`src/rtl/phy_mgmt_pkg.sv`:
```
package phy_mgmt_pkg;

   localparam int unsigned REG_W   = 16;
   localparam int unsigned FIELD_W = 8;

   typedef logic [REG_W-1:0]   mreg_t;
   typedef logic [FIELD_W-1:0] field_t;

   typedef struct packed {
      field_t phy;
      field_t idx;
   } tgt_t;

   localparam field_t IDX_CTRL    = 8'd0;
   localparam field_t IDX_STAT    = 8'd1;
   localparam field_t IDX_ID_HI   = 8'd2;
   localparam field_t IDX_ID_LO   = 8'd3;
   localparam field_t IDX_ADV     = 8'd4;
   localparam field_t IDX_PARTNER = 8'd5;

   localparam int unsigned CTRL_RST_BIT  = 15;
   localparam int unsigned CTRL_SPD_BIT  = 13;
   localparam int unsigned CTRL_ANEN_BIT = 12;
   localparam int unsigned CTRL_FDX_BIT  = 8;

   localparam int unsigned ST_100F_BIT  = 14;
   localparam int unsigned ST_100H_BIT  = 13;
   localparam int unsigned ST_10F_BIT   = 12;
   localparam int unsigned ST_10H_BIT   = 11;
   localparam int unsigned ST_PRE_BIT   = 6;
   localparam int unsigned ST_ANDONE_BIT = 5;
   localparam int unsigned ST_ANABL_BIT = 3;
   localparam int unsigned ST_LINK_BIT  = 2;

   localparam int unsigned ADV_100F_BIT = 8;
   localparam int unsigned ADV_100_BIT  = 7;
   localparam int unsigned ADV_10F_BIT  = 6;
   localparam int unsigned ADV_10_BIT   = 5;
   localparam int unsigned ADV_SEL_BIT  = 0;

   function automatic mreg_t bitv(input int unsigned pos);
      return mreg_t'(1) << pos;
   endfunction

   localparam mreg_t CTRL_INIT = bitv(CTRL_SPD_BIT) | bitv(CTRL_ANEN_BIT) | bitv(CTRL_FDX_BIT);
   localparam mreg_t STAT_CAPS = bitv(ST_100F_BIT) | bitv(ST_100H_BIT) | bitv(ST_10F_BIT)
                               | bitv(ST_10H_BIT) | bitv(ST_PRE_BIT) | bitv(ST_ANABL_BIT);
   localparam mreg_t STAT_UP   = bitv(ST_LINK_BIT) | bitv(ST_ANDONE_BIT);
   localparam mreg_t ADV_INIT  = bitv(ADV_100F_BIT) | bitv(ADV_100_BIT) | bitv(ADV_10F_BIT)
                               | bitv(ADV_10_BIT) | bitv(ADV_SEL_BIT);
   localparam mreg_t PART_DOWN = bitv(ADV_100_BIT);
   localparam mreg_t PART_UP   = PART_DOWN | bitv(ADV_100F_BIT) | bitv(ADV_10F_BIT)
                               | bitv(ADV_10_BIT) | bitv(ADV_SEL_BIT);

endpackage

```
`src/rtl/phy_mgmt_target.sv`:
```
module phy_mgmt_target
   import phy_mgmt_pkg::*;
#(
   parameter field_t PHY_ADDR = '0
) (
   input  logic clk,
   input  logic rst_n,
   input  logic load,
   input  tgt_t load_val,
   output tgt_t tgt_q,
   output logic hit
);

   always_ff @(posedge clk or negedge rst_n) begin
      if (!rst_n) begin
         tgt_q <= '0;
      end else if (load) begin
         tgt_q <= load_val;
      end
   end

   assign hit = (tgt_q.phy == PHY_ADDR);

endmodule

```
`src/rtl/phy_mgmt_wregs.sv`:
```
module phy_mgmt_wregs
   import phy_mgmt_pkg::*;
(
   input  logic   clk,
   input  logic   rst_n,
   input  logic   wr,
   input  field_t idx,
   input  mreg_t  wdata,
   output mreg_t  ctrl_q,
   output mreg_t  adv_q
);

   logic soft_rst;

   assign soft_rst = wr && (idx == IDX_CTRL) && wdata[CTRL_RST_BIT];

   always_ff @(posedge clk or negedge rst_n) begin
      if (!rst_n) begin
         ctrl_q <= CTRL_INIT;
         adv_q  <= ADV_INIT;
      end else if (soft_rst) begin
         ctrl_q <= CTRL_INIT;
         adv_q  <= ADV_INIT;
      end else if (wr) begin
         case (idx)
            IDX_CTRL: ctrl_q <= wdata;
            IDX_ADV:  adv_q  <= wdata;
            default:  ;
         endcase
      end
   end

endmodule

```
`src/rtl/phy_mgmt_linkstat.sv`:
```
module phy_mgmt_linkstat
   import phy_mgmt_pkg::*;
(
   input  logic  clk,
   input  logic  rst_n,
   input  logic  link_ok,
   output mreg_t stat,
   output mreg_t partner
);

   logic link_q;

   always_ff @(posedge clk or negedge rst_n) begin
      if (!rst_n) begin
         link_q <= 1'b0;
      end else begin
         link_q <= link_ok;
      end
   end

   assign stat    = link_q ? (STAT_CAPS | STAT_UP) : STAT_CAPS;
   assign partner = link_q ? PART_UP : PART_DOWN;

endmodule

```
`src/rtl/phy_mgmt_rdmux.sv`:
```
module phy_mgmt_rdmux
   import phy_mgmt_pkg::*;
#(
   parameter mreg_t ID_HI = 16'h1C5A,
   parameter mreg_t ID_LO = 16'hB3E1
) (
   input  logic   hit,
   input  field_t idx,
   input  mreg_t  ctrl,
   input  mreg_t  stat,
   input  mreg_t  adv,
   input  mreg_t  partner,
   output mreg_t  rdata
);

   mreg_t sel;

   always_comb begin
      case (idx)
         IDX_CTRL:    sel = ctrl;
         IDX_STAT:    sel = stat;
         IDX_ID_HI:   sel = ID_HI;
         IDX_ID_LO:   sel = ID_LO;
         IDX_ADV:     sel = adv;
         IDX_PARTNER: sel = partner;
         default:     sel = '0;
      endcase
   end

   assign rdata = hit ? sel : '1;

endmodule

```
`src/rtl/phy_mgmt_regfile.sv`:
```
module phy_mgmt_regfile
   import phy_mgmt_pkg::*;
#(
   parameter logic [7:0]  PHY_ADDR = 8'h00,
   parameter logic [15:0] ID_HI    = 16'h1C5A,
   parameter logic [15:0] ID_LO    = 16'hB3E1
) (
   input  logic        clk,
   input  logic        rst_n,
   input  logic        link_ok,
   input  logic        tgt_wr,
   input  logic [15:0] tgt_wdata,
   input  logic        dat_wr,
   input  logic [15:0] dat_wdata,
   output logic [15:0] dat_rdata
);

   generate
      if (2 * FIELD_W != REG_W) begin : g_bad_layout
         $error("target word must hold exactly two fields");
      end
   endgenerate

   tgt_t  tgt_q;
   logic  hit;
   mreg_t ctrl_q;
   mreg_t adv_q;
   mreg_t stat;
   mreg_t partner;

   phy_mgmt_target #(.PHY_ADDR(PHY_ADDR)) u_target (
      .clk      (clk),
      .rst_n    (rst_n),
      .load     (tgt_wr),
      .load_val (tgt_t'(tgt_wdata)),
      .tgt_q    (tgt_q),
      .hit      (hit)
   );

   phy_mgmt_wregs u_wregs (
      .clk    (clk),
      .rst_n  (rst_n),
      .wr     (dat_wr && hit),
      .idx    (tgt_q.idx),
      .wdata  (dat_wdata),
      .ctrl_q (ctrl_q),
      .adv_q  (adv_q)
   );

   phy_mgmt_linkstat u_link (
      .clk     (clk),
      .rst_n   (rst_n),
      .link_ok (link_ok),
      .stat    (stat),
      .partner (partner)
   );

   phy_mgmt_rdmux #(.ID_HI(ID_HI), .ID_LO(ID_LO)) u_rdmux (
      .hit     (hit),
      .idx     (tgt_q.idx),
      .ctrl    (ctrl_q),
      .stat    (stat),
      .adv     (adv_q),
      .partner (partner),
      .rdata   (dat_rdata)
   );

endmodule

```
`config.mk`:
```
export PLATFORM = sky130hd
export DESIGN_NAME = phy_mgmt_regfile
export DESIGN_NICKNAME = d
export VERILOG_FILES = /design/src/rtl/phy_mgmt_pkg.sv /design/src/rtl/phy_mgmt_target.sv /design/src/rtl/phy_mgmt_wregs.sv /design/src/rtl/phy_mgmt_linkstat.sv /design/src/rtl/phy_mgmt_rdmux.sv /design/src/rtl/phy_mgmt_regfile.sv
export SDC_FILE = /design/constraint.sdc
export NUM_CORES = 1
export LEC_CHECK = 0
export BUFFER_PORTS_ARGS = -buffer_cell sky130_fd_sc_hd__buf_4
export CAP_MARGIN = 20
export CORE_ASPECT_RATIO = 1.2
export CORE_MARGIN = 2
export CORE_UTILIZATION = 55
export CTS_BUF_LIST = sky130_fd_sc_hd__clkbuf_4
export DETAILED_ROUTE_END_ITERATION = 8
export MAX_ROUTING_LAYER = met4
export PLACE_DENSITY_LB_ADDON = 0.08
export SYNTH_ARGS = -nofsm -noshare
export SYNTH_HDL_FRONTEND = slang
export SYNTH_SLANG_ARGS = --single-unit
```
`constraint.sdc`:
```
create_clock -name clk -period 2.4 [get_ports clk]
set_input_delay 0.36 -clock clk [delete_from_list [all_inputs] [get_ports clk]]
set_output_delay 0.36 -clock clk [all_outputs]
set_load 0.02 [all_outputs]
```
---- Word level (Yosys, flattened, before mapping) ----
Index checks and enable logic that the tools add are counted.
word-level totals
  register bits ........................... 49
  input port bits ......................... 37
  output and inout port bits .............. 16
  word-level logic and storage cells ...... 30
cells by class
  equal/unequal tests ..................... 5
  mux-type cells .......................... 10
  reduce and logical (&&, ||, !) cells .... 10
operator list
  operator                                                                count
  16-bit 2-to-1 mux                                                       7
  16-bit one-hot mux with 6 select lines                                  1
  8-bit by 2-bit equality test with 1-bit output (second input constant)  2
  8-bit by 3-bit equality test with 1-bit output (second input constant)  2
  8-bit zero test                                                         2
  9-bit 2-to-1 mux                                                        1
  8-bit by 1-bit equality test with 1-bit output (second input constant)  1
  6-bit 2-to-1 mux                                                        1
  2-bit nonzero test                                                      3
  2-bit AND reduction                                                     2
  1-bit logical AND                                                       3

---- Longest topological paths before layout ----
Gate-level depths: netlist (run 1).
  word-level depth ........................ 6
  gate-level depth with buffers ........... 7
  gate-level depth less buffers ........... 4

---- Modules after synthesis ----
A second synthesis (run 1) with hierarchy kept.
unflattened totals
  cells, all modules ...................... 253
  area total of the unflattened synthesis .. 2932.8 um^2
by module, submodules not included
  module             instances  cells an instance  area each (um^2)  seq. area each (um^2)
  phy_mgmt_wregs     1          96                 1368.8            810.8
  phy_mgmt_rdmux     1          84                 669.4             0.0
  phy_mgmt_target    1          37                 615.6             400.4
  phy_mgmt_linkstat  1          35                 272.8             25.0
  phy_mgmt_regfile   1          1                  6.3               0.0

---- Worst setup path after synthesis (run 1) ----
Ideal clock, no wire load.
  path kind ............................... reg-to-output
  start ................................... register, netlist name u_target.tgt_q[3]
  end ..................................... output dat_rdata[5]
  arrival time ............................ 1.701 ns
  required time ........................... 2.040 ns
  path slack .............................. 0.339 ns
  cell stages (with the launch flop) ...... 5
  buffers on the path ..................... 0
  cells stage by stage .................... dfrtp_1 -> or4_1 -> or2_1 -> o31ai_1 -> a311o_1
on the way
  longest elaborated chain between the ends .. 3
  elaborated cells on any way between the ends .. 8
  classes of those cells .................. 5 x eq/ne; 2 x mux; 1 x reduce/logical
ends and longest elaborated chain
  item                                                                          RTL line                text
  8-bit by 3-bit equality test with 1-bit output, or another cell as far along  phy_mgmt_rdmux.sv:19    case (idx)
  16-bit one-hot mux with 6 select lines *                                      phy_mgmt_rdmux.sv:19
  16-bit 2-to-1 mux *                                                           phy_mgmt_rdmux.sv:30    assign rdata = hit ? sel : '1;
  to (decl)                                                                     phy_mgmt_regfile.sv:15  output logic [15:0] dat_rdata
Every way passes the cells marked *; elsewhere a longest branch is shown, timed or not.

---- Final worst setup path (run 1) ----
  start ................................... register, netlist name u_target.tgt_q[3]
  end ..................................... output dat_rdata[2]
on the way
  longest elaborated chain between the ends .. 3
  elaborated cells on any way between the ends .. 8
  classes of those cells .................. 5 x eq/ne; 2 x mux; 1 x reduce/logical
ends and longest elaborated chain
  item                                                                          RTL line
  8-bit by 3-bit equality test with 1-bit output, or another cell as far along  phy_mgmt_rdmux.sv:19
  16-bit one-hot mux with 6 select lines *                                      phy_mgmt_rdmux.sv:19
  16-bit 2-to-1 mux *                                                           phy_mgmt_rdmux.sv:30
Marked as above.

==> flow_metrics.py, run 1 <==
metrics = {
    "synthesis": {
        "synth_top_cells_by_count": "41 x dfrtp_1, 21 x mux2_2, 15 x nor2b_1",
        "synthArstFlopShare_pct": 100,
        "syn-num-nets": 236,
        "synth_cells": 199,
        "synthTopCellsByArea": "dfrtp_1 43%, mux2_2 10%, dfstp_2 8.9%",
        "yosysWarnings": 0,
        "synth_top_family_by_area": "compound AO/OA/AOI/OAI gates",
        "yosysUniqueCellTypes": 42,
        "synth_mux_area_share_pct": 15.8,
        "synth_compound_area_share_pct": 16.4,
        "synth_area_mm2": 0.00237,
        "avgSynthCellArea_um2": 11.9,
        "synth_seq_cells": 49,
        "synthFlopType": "dfrtp_1",
        "post-synth-top-area-cell": "dfrtp_1",
        "synth_xor_area_share_pct": 0.370,
        "synth-edff-count": 0,
        "synthSimpleGateAreaFrac_pct": 11.2,
        "synth-seq-area-share_pct": 52.2,
        "synth.most_common_cell": "dfrtp_1",
        "yosys.area_share.adder_pct": 0,
        "synth_top_area_share_pct": 43.3,
    },
    "floorplanning": {
        "initial_utilization_pct": 56.4,
        "rows": 26,
        "core-area_mm2": 0.00420,
        "chipHeight_um": 75.9,
        "ios": 53,
        "fp.dieArea_mm2": 0.00485,
        "die_w_um": 63.9,
    },
    "sta": {
        "worstMarginPinSlew_ns": 0.608,
        "post-route-period-util_pct": 102,
        "finalWorstSetupSlack_ns": -0.0416,
        "min_period_ns": 2.44,
        "clock_skew_ns": 0.0213,
        "clock.fmax_mhz": 410,
        "slew_headroom_pct": 59.4,
        "timing.final.max_slew_violations": 0,
        "rsz0062_at_grt": "true",
        "setup-violations-final": 2,
        "whs_ns": -0.0201,
        "finalHoldViolations": 21,
    },
    "placed_design": {
        "pre_cts_ws_ns": 0.148,
        "place_area_mm2": 0.00283,
        "dp.cells": 304,
        "dpl.hpwl_mm": 4.03,
        "gp_congestion": 0.876,
        "port_buffers": 52,
    },
    "run": {
        "max-cap-violations": 0,
    },
    "run_status": {
        "status": "finished, violations left",
        "violations": "negative hold slack, negative setup slack",
    },
    "routing": {
        "first_pass_iters": 4,
        "num_vias": 1824,
        "drtIter0Drc": 198,
        "routed_wl_mm": 5.58,
        "wl_per_cell_um": 17.8,
        "drc": 0,
        "ant_nets": 0,
        "via_per_inst": 5.81,
    },
    "clock_tree": {
        "cts_tree": "yes",
        "htree_levels": 2,
        "cts_made_buffers": 5,
        "clock_sinks": 49,
        "cts_hold_buffers": 0,
        "cts.path.max_buffers": 2,
        "path_clk_slew_ns": 0.14,
        "clock_latency_ns": 0.37,
        "root_buffer": "clkbuf_4",
    },
    "finish": {
        "stdcell_count": 314,
        "sequential_cell_area_mm2": 0.00124,
        "multi_input_area_mm2": 0.00109,
        "fin_util_pct": 71.3,
        "fillers": 294,
        "final_cell_area_mm2": 0.00299,
        "drive_above_1_share_pct": 44.2,
        "final_nets": 294,
        "syn_to_final_growth_pct": 26.3,
        "diodes": 0,
    },
    "power_and_ir_drop": {
        "leakage_uw": 0.00140,
        "p_per_area_mw_per_mm2": 524,
        "ir_worst_vdd_mv": 0.442,
        "power.total_uw": 1570,
    },
    "min_path": {
        "worst_hold_path_type": "in2async",
    },
    "critical_path": {
        "crit_chain": "or4_4 > or2_4 > o31ai_4 > a221o_1 > buf_6",
        "crit_path_start_kind": "flip-flop",
        "cp_data_required_time_ns": 2.04,
        "cp_slowest_cell": "or4_4",
        "crit_start": "u_target.tgt_q[3]",
        "cpPeakStageDelay_ns": 0.54,
        "endpoint_kind": "primary output",
        "crit_type": "reg2out",
        "cp_data_arrival_time_ns": 2.08,
        "cp_max_fo": 5,
        "regToRegStartpoint": "u_target.tgt_q[3]",
    },
    "grt": {
        "grt_pass1_vias": 1855,
        "grt_pass1_wl_mm": 8.94,
        "grt_use_total_pct": 25.1,
        "grt_overflow": 0,
        "grt_max_degree": 50,
        "antenna_found_initial": 0,
    },
}
[cell usage in the layout (no fill, tap or decap), drive strengths merged, types with 3 or more instances in the layout]
cell type and count:
buf 64, dfrtp 41, mux2 27, nor2b 15, a22o 11, nor2 9, dfstp 8, nand2 8
mux2i 7, inv 6, clkbuf 6, o21ai 6, a221o 5, a21oi 4, a211o 4, o22a 4
nor4 3, nor3 3, o211a 3
[flip-flops by register name, indices dropped and copies added (netlist names)]
register	flops
u_wregs.adv_q	16
u_link.link_q	1
u_target.tgt_q	16
u_wregs.ctrl_q	16
[worst max-delay path: cells and delay by family, from the launching register on]
kind                   cells  cell delay, ns
AOI/OAI and AO/OA          2            0.38
buffers and inverters      1            0.13
DFF                        1            0.41
and+or+nand+nor            2            0.82
[cell families after synthesis]
family                 count (synthesis)
flip-flops                            49
AO/OA/AOI/OAI                         48
AND/OR/NAND/NOR                       48
multiplexers                          34
buffers and inverters                 19
XOR/XNOR                               1
[worst paths after layout]
kind | to | slack [ns] | cells after the start
max | dat_rdata[2] | -0.04 | 5
min | u_wregs.adv_q[12] | -0.02 | 1
max reg2reg | u_wregs.ctrl_q[14] | 0.35 | 6
min reg2reg | u_wregs.ctrl_q[8] | 0.48 | 2
max in group asynchronous | u_target.tgt_q[2] | 1.96 | 1
min in group clk | u_link.link_q | 0.11 | 1
[metrics by stage]
stage	hold WS, ns	TNS, ns
6_report	-0.0201	-0.0740
3_5_place_dp	0.412	0
5_1_grt	0.0129	-0.739
2_1_floorplan	0.0644	0
3_3_place_gp	0.399	0
4_1_cts	0.00643	-0.265
[where the power goes]
group	switching (µW)	internal (µW)	total [µW]
registers	31.4	856	887
clock network	256	230	486
logic	93.6	99.6	193
[layer usage]
layer	up-vias	share of wire, %	global-route usage, %
li1	856	-	-
met1	887	40	29.8
met2	72	52	43.6
met3	9	6.1	5.32
met4	0	1.6	7.25
met5	-	0	-
[cell type report]
cell class,count,share of cell area [%]
clock inverter,2,1.17
inverter,6,0.753
multi-input combinational,131,36.5
tap,56,2.34
sequential,49,41.4
clock buffer,6,1.51
timing repair buffer,64,16.3
[repair_timing]
| action | CTS | global route |
|---|---|---|
| setup buffers | 2 | 0 |
| pin swaps | 5 | 1 |
| setup endpoints to repair | 8 | 14 |
| gates resized for setup | 10 | 6 |
(Power assumes the default switching activity.)
==> run 2: changes to the inputs <==
--- a/config.mk
+++ b/config.mk
@@ -16,4 +16,5 @@
 export PLACE_DENSITY_LB_ADDON = 0.08
 export SYNTH_ARGS = -nofsm -noshare
 export SYNTH_HDL_FRONTEND = slang
+export SYNTH_HIERARCHICAL = 1
 export SYNTH_SLANG_ARGS = --single-unit
==> constraint.sdc (replaced) <==
create_clock -name clk -period 2.75 [get_ports clk]
set_input_delay 0.4125 -clock clk [delete_from_list [all_inputs] [get_ports clk]]
set_output_delay 0.4125 -clock clk [all_outputs]
set_load 0.02 [all_outputs]
==> run 2 against run 1 <==
Compared with the run above:
- first-iteration DRC count shrank 60%
- wire length is essentially flat
- the run now ends clean
- clock power shrank 30%
- clock skew rose by 0.0045 ns
- core utilization fell by 8.3 points
- via count rose by 6.5%
- area after synthesis rose by 24%
- critical path depth unchanged
- synthesized cell count grew 27%
- flip-flop and latch count stayed put
==> flow_metrics.py, run 2 <==
metrics = {
    "synthesis": {
        "synth_top_area_share_pct": 35.0,
        "avgSynthCellArea_um2": 11.6,
        "synth_cells": 253,
        "synthTopCellsByArea": "dfrtp_1 35%, mux2_2 17%, buf_4 8.2%",
        "yosysWarnings": 6,
        "synth-edff-count": 0,
        "yosysUniqueCellTypes": 41,
        "synth_area_mm2": 0.00293,
        "synth_seq_cells": 49,
        "synth.most_common_cell": "mux2_2",
        "synth_top_cells_by_count": "44 x mux2_2, 41 x dfrtp_1, 32 x buf_4",
        "synthArstFlopShare_pct": 100,
        "post-synth-top-area-cell": "dfrtp_1",
        "synthFlopType": "dfrtp_1",
        "synth-seq-area-share_pct": 42.2,
    },
    "routing": {
        "drtIter0Drc": 79,
        "num_vias": 1943,
        "wl_per_cell_um": 15.5,
        "drc": 0,
        "via_per_inst": 5.40,
        "ant_nets": 0,
        "first_pass_iters": 4,
        "routed_wl_mm": 5.58,
    },
    "critical_path": {
        "cpPeakStageDelay_ns": 0.43,
        "endpoint_kind": "primary output",
        "critPathTopFamily": "simple AND/OR/NAND/NOR gates",
        "crit_top_cell": "or3_4",
        "crit_chain": "or3_4 > or3_4 > o41a_4 > nand2_1 > buf_4",
        "cp_num_buf_inv": 1,
        "crit_path_start_kind": "flip-flop",
        "cp_data_required_time_ns": 2.34,
        "cp_data_arrival_time_ns": 2.23,
        "cp_slowest_cell": "dfrtp_1",
        "cp_max_fo": 7,
        "crit_type": "reg2out",
    },
    "sta": {
        "finalHoldViolations": 0,
        "worstMarginPinSlew_ns": 0.615,
        "clock_skew_ns": 0.0259,
        "timing.final.max_slew_violations": 0,
        "clock.fmax_mhz": 378,
        "finalSetupTns_ns": 0,
        "slew_headroom_pct": 59.0,
        "post-route-period-util_pct": 96.2,
        "setup-violations-final": 0,
        "finalWorstSetupSlack_ns": 0.103,
        "min_period_ns": 2.65,
        "rsz0062_at_grt": "false",
    },
    "power_and_ir_drop": {
        "p_per_area_mw_per_mm2": 401,
        "switching_share_pct": 25.8,
        "seqPwrFrac_pct": 58.7,
        "combPwrFrac_pct": 15.4,
        "clock_power_share_pct": 25.9,
        "ir_worst_vdd_mv": 0.287,
        "internal-power_uw": 979,
        "leakage_uw": 0.00150,
        "p_sw_uw": 341,
    },
    "floorplanning": {
        "fp.dieArea_mm2": 0.00593,
        "chipHeight_um": 84.0,
        "ios": 53,
        "initial_utilization_pct": 56.1,
        "rows": 29,
        "core-area_mm2": 0.00523,
        "die_w_um": 70.7,
    },
    "finish": {
        "syn_to_final_growth_pct": 12.2,
        "drive_above_1_share_pct": 45.3,
        "fillers": 479,
        "final_nets": 334,
        "diodes": 0,
        "final_common_cell": "buf_4",
        "final_cell_mix": "58 x buf_4, 44 x mux2_2, 41 x dfrtp_1",
        "reg_top3": "u_target/tgt_q x16, u_wregs/adv_q x16, u_wregs/ctrl_q x16",
    },
    "clock_tree": {
        "cts.path.max_buffers": 2,
        "root_buffer": "clkbuf_4",
        "clock_sinks": 49,
        "clock_latency_ns": 0.37,
        "htree_levels": 2,
        "path_clk_slew_ns": 0.15,
        "cts_made_buffers": 5,
        "cts_tree": "yes",
    },
    "placed_design": {
        "dpl.hpwl_mm": 3.98,
        "port_buffers": 52,
        "gp_congestion": 0.755,
        "pre_cts_ws_ns": 0.177,
    },
    "grt": {
        "antenna_found_initial": 0,
        "grt_use_total_pct": 21.9,
        "grt_pass1_vias": 2060,
        "grt_max_degree": 50,
        "grt_pass1_wl_mm": 10.0,
        "grt_overflow": 0,
    },
    "run_status": {
        "status": "complete, no violations",
    },
    "run": {
        "max-cap-violations": 0,
    },
    "min_path": {
        "worst_hold_path_type": "in2async",
    },
}
run 2: what timing repair did:
item                                    in CTS  in global routing
resized for setup                            1                  0
hold buffers                                 0                  0
setup buffers                                0                  0
endpoints found under the setup margin       1                  0
run 2: cells by family after synthesis:
kind of cell	after synthesis	share of synthesized area, %
simple gates	50	10.3
compound gates	39	11.0
flops	49	42.1
other cells	2	0.256
buf+inv	53	12.0
mux	60	24.2
run 2: final timing paths:
kind                                    start                end  slack (ns)  cells past startpoint
hold reg to reg             u_wregs/ctrl_q[8]  u_wregs/ctrl_q[8]        0.48                      2
min in group clk                      link_ok      u_link/link_q        0.15                      1
setup reg to reg           u_target/tgt_q[15]  u_wregs/ctrl_q[5]        0.21                      7
max in group asynchronous               rst_n  u_wregs/adv_q[12]        2.27                      1
setup / recovery            u_target/tgt_q[3]      dat_rdata[15]        0.10                      5
hold / removal                          rst_n   u_wregs/adv_q[2]        0.02                      1
run 2: metal layers:
| layer | routed length, µm | global-route usage, % | vias up | share of wire, % |
|---|---|---|---|---|
| met3 | 153 | 3.74 | 5 | 2.7 |
| met5 | 0 | - | - | 0 |
| met2 | 2950 | 36.5 | 30 | 53 |
| li1 | - | - | 937 | - |
| met4 | 62 | 5.32 | 0 | 1.1 |
| met1 | 2410 | 27.8 | 971 | 43 |
run 2: final cells by class:
class / instances / area, µm² / share of cell area, %
clock buffer: 7 / 52.6 / 1.60
sequential: 49 / 1240 / 37.6
multi-input combinational: 175 / 1440 / 43.7
timing repair buffer: 59 / 455 / 13.8
clock inverter: 1 / 3.75 / 0.114
tap: 62 / 77.6 / 2.36
inverter: 7 / 26.3 / 0.798
run 2: power by group through the flow:
stage	Combinational (µW)	Clock (µW)	Sequential (µW)
after floorplan	163	0	778
after global placement	203	0	789
after detailed placement	206	0	789
after CTS	207	351	776
after global routing	227	382	782
final	203	342	775
run 2: through the flow:
stage / std cells / hold slack (ns) / total power, µW / utilization [%] / instance area (µm²)
finish: 360 / 0.0181 / 1320 / 63.0 / 3290
global route: 360 / 0.0631 / 1390 / 63.0 / 3290
CTS: 360 / 0.0552 / 1330 / 63.0 / 3290
detailed placement: 352 / 0.459 / 995 / 61.8 / 3230
global placement: 352 / 0.452 / 992 / 61.8 / 3230
floorplan: 277 / 0.117 / 941 / - / 3020
==> run 3: changes to the inputs <==
--- a/config.mk
+++ b/config.mk
@@ -12,8 +12,10 @@
 export CORE_UTILIZATION = 55
 export CTS_BUF_LIST = sky130_fd_sc_hd__clkbuf_4
 export DETAILED_ROUTE_END_ITERATION = 8
+export GPL_TIMING_DRIVEN = 0
 export MAX_ROUTING_LAYER = met4
 export PLACE_DENSITY_LB_ADDON = 0.08
+export SKIP_LAST_GASP = 1
 export SYNTH_ARGS = -nofsm -noshare
 export SYNTH_HDL_FRONTEND = slang
 export SYNTH_HIERARCHICAL = 1
==> run 3 against run 2 <==
Compared with the run above:
- die area is the same
- count of clock-buffer cells in the layout shrank 1
- largest power group unchanged
- register-to-register slack worse by 0.12 ns
- highest routed layer unchanged
==> flow_metrics.py, run 3 (same netlist as run 2, synthesis figures left out) <==
metrics = {
    "routing": {
        "routed_wl_mm": 6.07,
        "wl_per_cell_um": 15.1,
        "drtIter0Drc": 66,
        "drc": 0,
        "ant_nets": 0,
        "via_per_inst": 5.20,
        "num_vias": 2092,
        "first_pass_iters": 4,
    },
    "sta": {
        "clock.fmax_mhz": 376,
        "finalWorstSetupSlack_ns": 0.0935,
        "finalSetupTns_ns": 0,
        "rsz0062_at_grt": "true",
        "setup-violations-final": 0,
        "clock_skew_ns": 0.0220,
        "finalHoldViolations": 0,
        "min_period_ns": 2.66,
        "worstMarginPinSlew_ns": 0.619,
        "timing.final.max_slew_violations": 0,
        "whs_ns": 0.0524,
        "slew_headroom_pct": 58.7,
        "post-route-period-util_pct": 96.6,
    },
    "power_and_ir_drop": {
        "seqPwrFrac_pct": 53.4,
        "combPwrFrac_pct": 17.5,
        "internal-power_uw": 1100,
        "p_per_area_mw_per_mm2": 398,
        "switching_share_pct": 24.5,
        "ir_worst_vdd_mv": 0.309,
        "leakage_uw": 0.00172,
        "p_sw_uw": 355,
        "clock_power_share_pct": 29.0,
    },
    "finish": {
        "stdcell_count": 402,
        "fillers": 430,
        "reg_top3": "u_target/tgt_q x16, u_wregs/adv_q x16, u_wregs/ctrl_q x16",
        "final_cell_mix": "89 x buf_4, 44 x mux2_2, 41 x dfrtp_1",
        "final_common_cell": "buf_4",
        "syn_to_final_growth_pct": 24.4,
        "sequential_cell_area_mm2": 0.00124,
        "multi_input_area_mm2": 0.00147,
        "diodes": 0,
        "final_nets": 376,
        "drive_above_1_share_pct": 53.8,
    },
    "floorplanning": {
        "core-area_mm2": 0.00523,
        "chipHeight_um": 84.0,
        "ios": 53,
        "fp.dieArea_mm2": 0.00593,
        "die_w_um": 70.7,
        "rows": 29,
        "initial_utilization_pct": 56.1,
    },
    "clock_tree": {
        "root_buffer": "clkbuf_4",
        "clock_sinks": 49,
        "path_clk_slew_ns": 0.16,
        "htree_levels": 2,
        "cts.path.max_buffers": 2,
        "cts_made_buffers": 5,
        "cts_tree": "yes",
        "clock_latency_ns": 0.36,
        "cts_hold_buffers": 0,
    },
    "critical_path": {
        "reg2reg_depth": 7,
        "ff2ff_setup_slack_ns": 0.09,
        "cpPeakStageDelay_ns": 0.56,
        "cp_slowest_cell": "or4_4",
        "cp_data_required_time_ns": 2.99,
        "cp_num_buf_inv": 1,
        "crit_chain": "or4_4 > nor2_4 > and2_1 > or4b_4 > nor3_4 > buf_4 > mux2_2",
        "critPathTopFamily": "simple AND/OR/NAND/NOR gates",
        "crit_type": "reg2reg",
        "r2r-end": "u_wregs/ctrl_q[5]",
        "regToRegStartpoint": "u_target/tgt_q[9]",
        "cp_max_fo": 3,
        "crit_path_start_kind": "flip-flop",
        "cp_data_arrival_time_ns": 2.90,
        "endpoint_kind": "flip-flop",
    },
    "placed_design": {
        "pre_cts_ws_ns": -0.463,
        "port_buffers": 51,
        "gp_congestion": 0.784,
        "dpl.hpwl_mm": 4.33,
        "dp.cells": 390,
    },
    "run_status": {
        "status": "complete, no violations",
    },
    "grt": {
        "antenna_found_initial": 0,
        "grt_pass1_vias": 2079,
        "grt_overflow": 0,
        "grt_pass1_wl_mm": 10.2,
        "grt_max_degree": 50,
        "grt_use_total_pct": 22.3,
    },
    "run": {
        "max-cap-violations": 0,
    },
    "min_path": {
        "worst_hold_path_type": "in2async",
    },
}
## run 3: what timing repair did
item	CTS	global route
pin swaps	3	2
resized for setup	12	8
endpoints found under the setup margin	45	14
buffers inserted	5	1
## run 3: worst max-delay path by stage
stage	start	end	slack [ns]	depth (start not counted)
finish	u_target/tgt_q[9]	u_wregs/ctrl_q[5]	0.09	7
floorplan	u_target/tgt_q[15]	u_wregs/ctrl_q[0]	0.005	7
global route	u_target/tgt_q[9]	u_wregs/ctrl_q[7]	-0.008	7
global placement	u_target/tgt_q[9]	u_wregs/ctrl_q[3]	-0.45	7
detailed placement	u_target/tgt_q[9]	u_wregs/ctrl_q[14]	-0.46	7
CTS	u_target/tgt_q[5]	dat_rdata[15]	0.006	5
## run 3: per-layer routing
| metal | track usage, % | up-vias | share of wire (%) |
|---|---|---|---|
| met3 | 2.90 | 4 | 3.2 |
| met5 | - | - | 0 |
| li1 | - | 1025 | - |
| met1 | 28.9 | 1024 | 42 |
| met4 | 5.49 | 0 | 0.71 |
| met2 | 37.5 | 39 | 54 |
## run 3: through the flow
stage / cell area, µm² / util (%) / power (µW)
5_1_grt: 3650 / 69.9 / 1520
3_3_place_gp: 3480 / 66.7 / 1030
2_1_floorplan: 3020 / - / 941
6_report: 3650 / 69.9 / 1450
4_1_cts: 3630 / 69.4 / 1460
3_5_place_dp: 3480 / 66.7 / 1030
## run 3: layout make-up
class                   instances  area share, %
plain buffers                  44           9.02
clock buffers                   6           1.23
inverters                       7          0.720
repair buffers                 57           11.8
multi-input cells             175           40.2
flip-flops and latches         49           33.9
well taps                      62           2.13
clock inverters                 2          0.960
## run 3: power by group through the flow
stage	Sequential, µW	Clock (µW)	Combinational, µW
2_1_floorplan	778	0	163
3_3_place_gp	786	0	240
3_5_place_dp	787	0	244
4_1_cts	773	435	254
5_1_grt	783	464	278
6_report	777	422	255
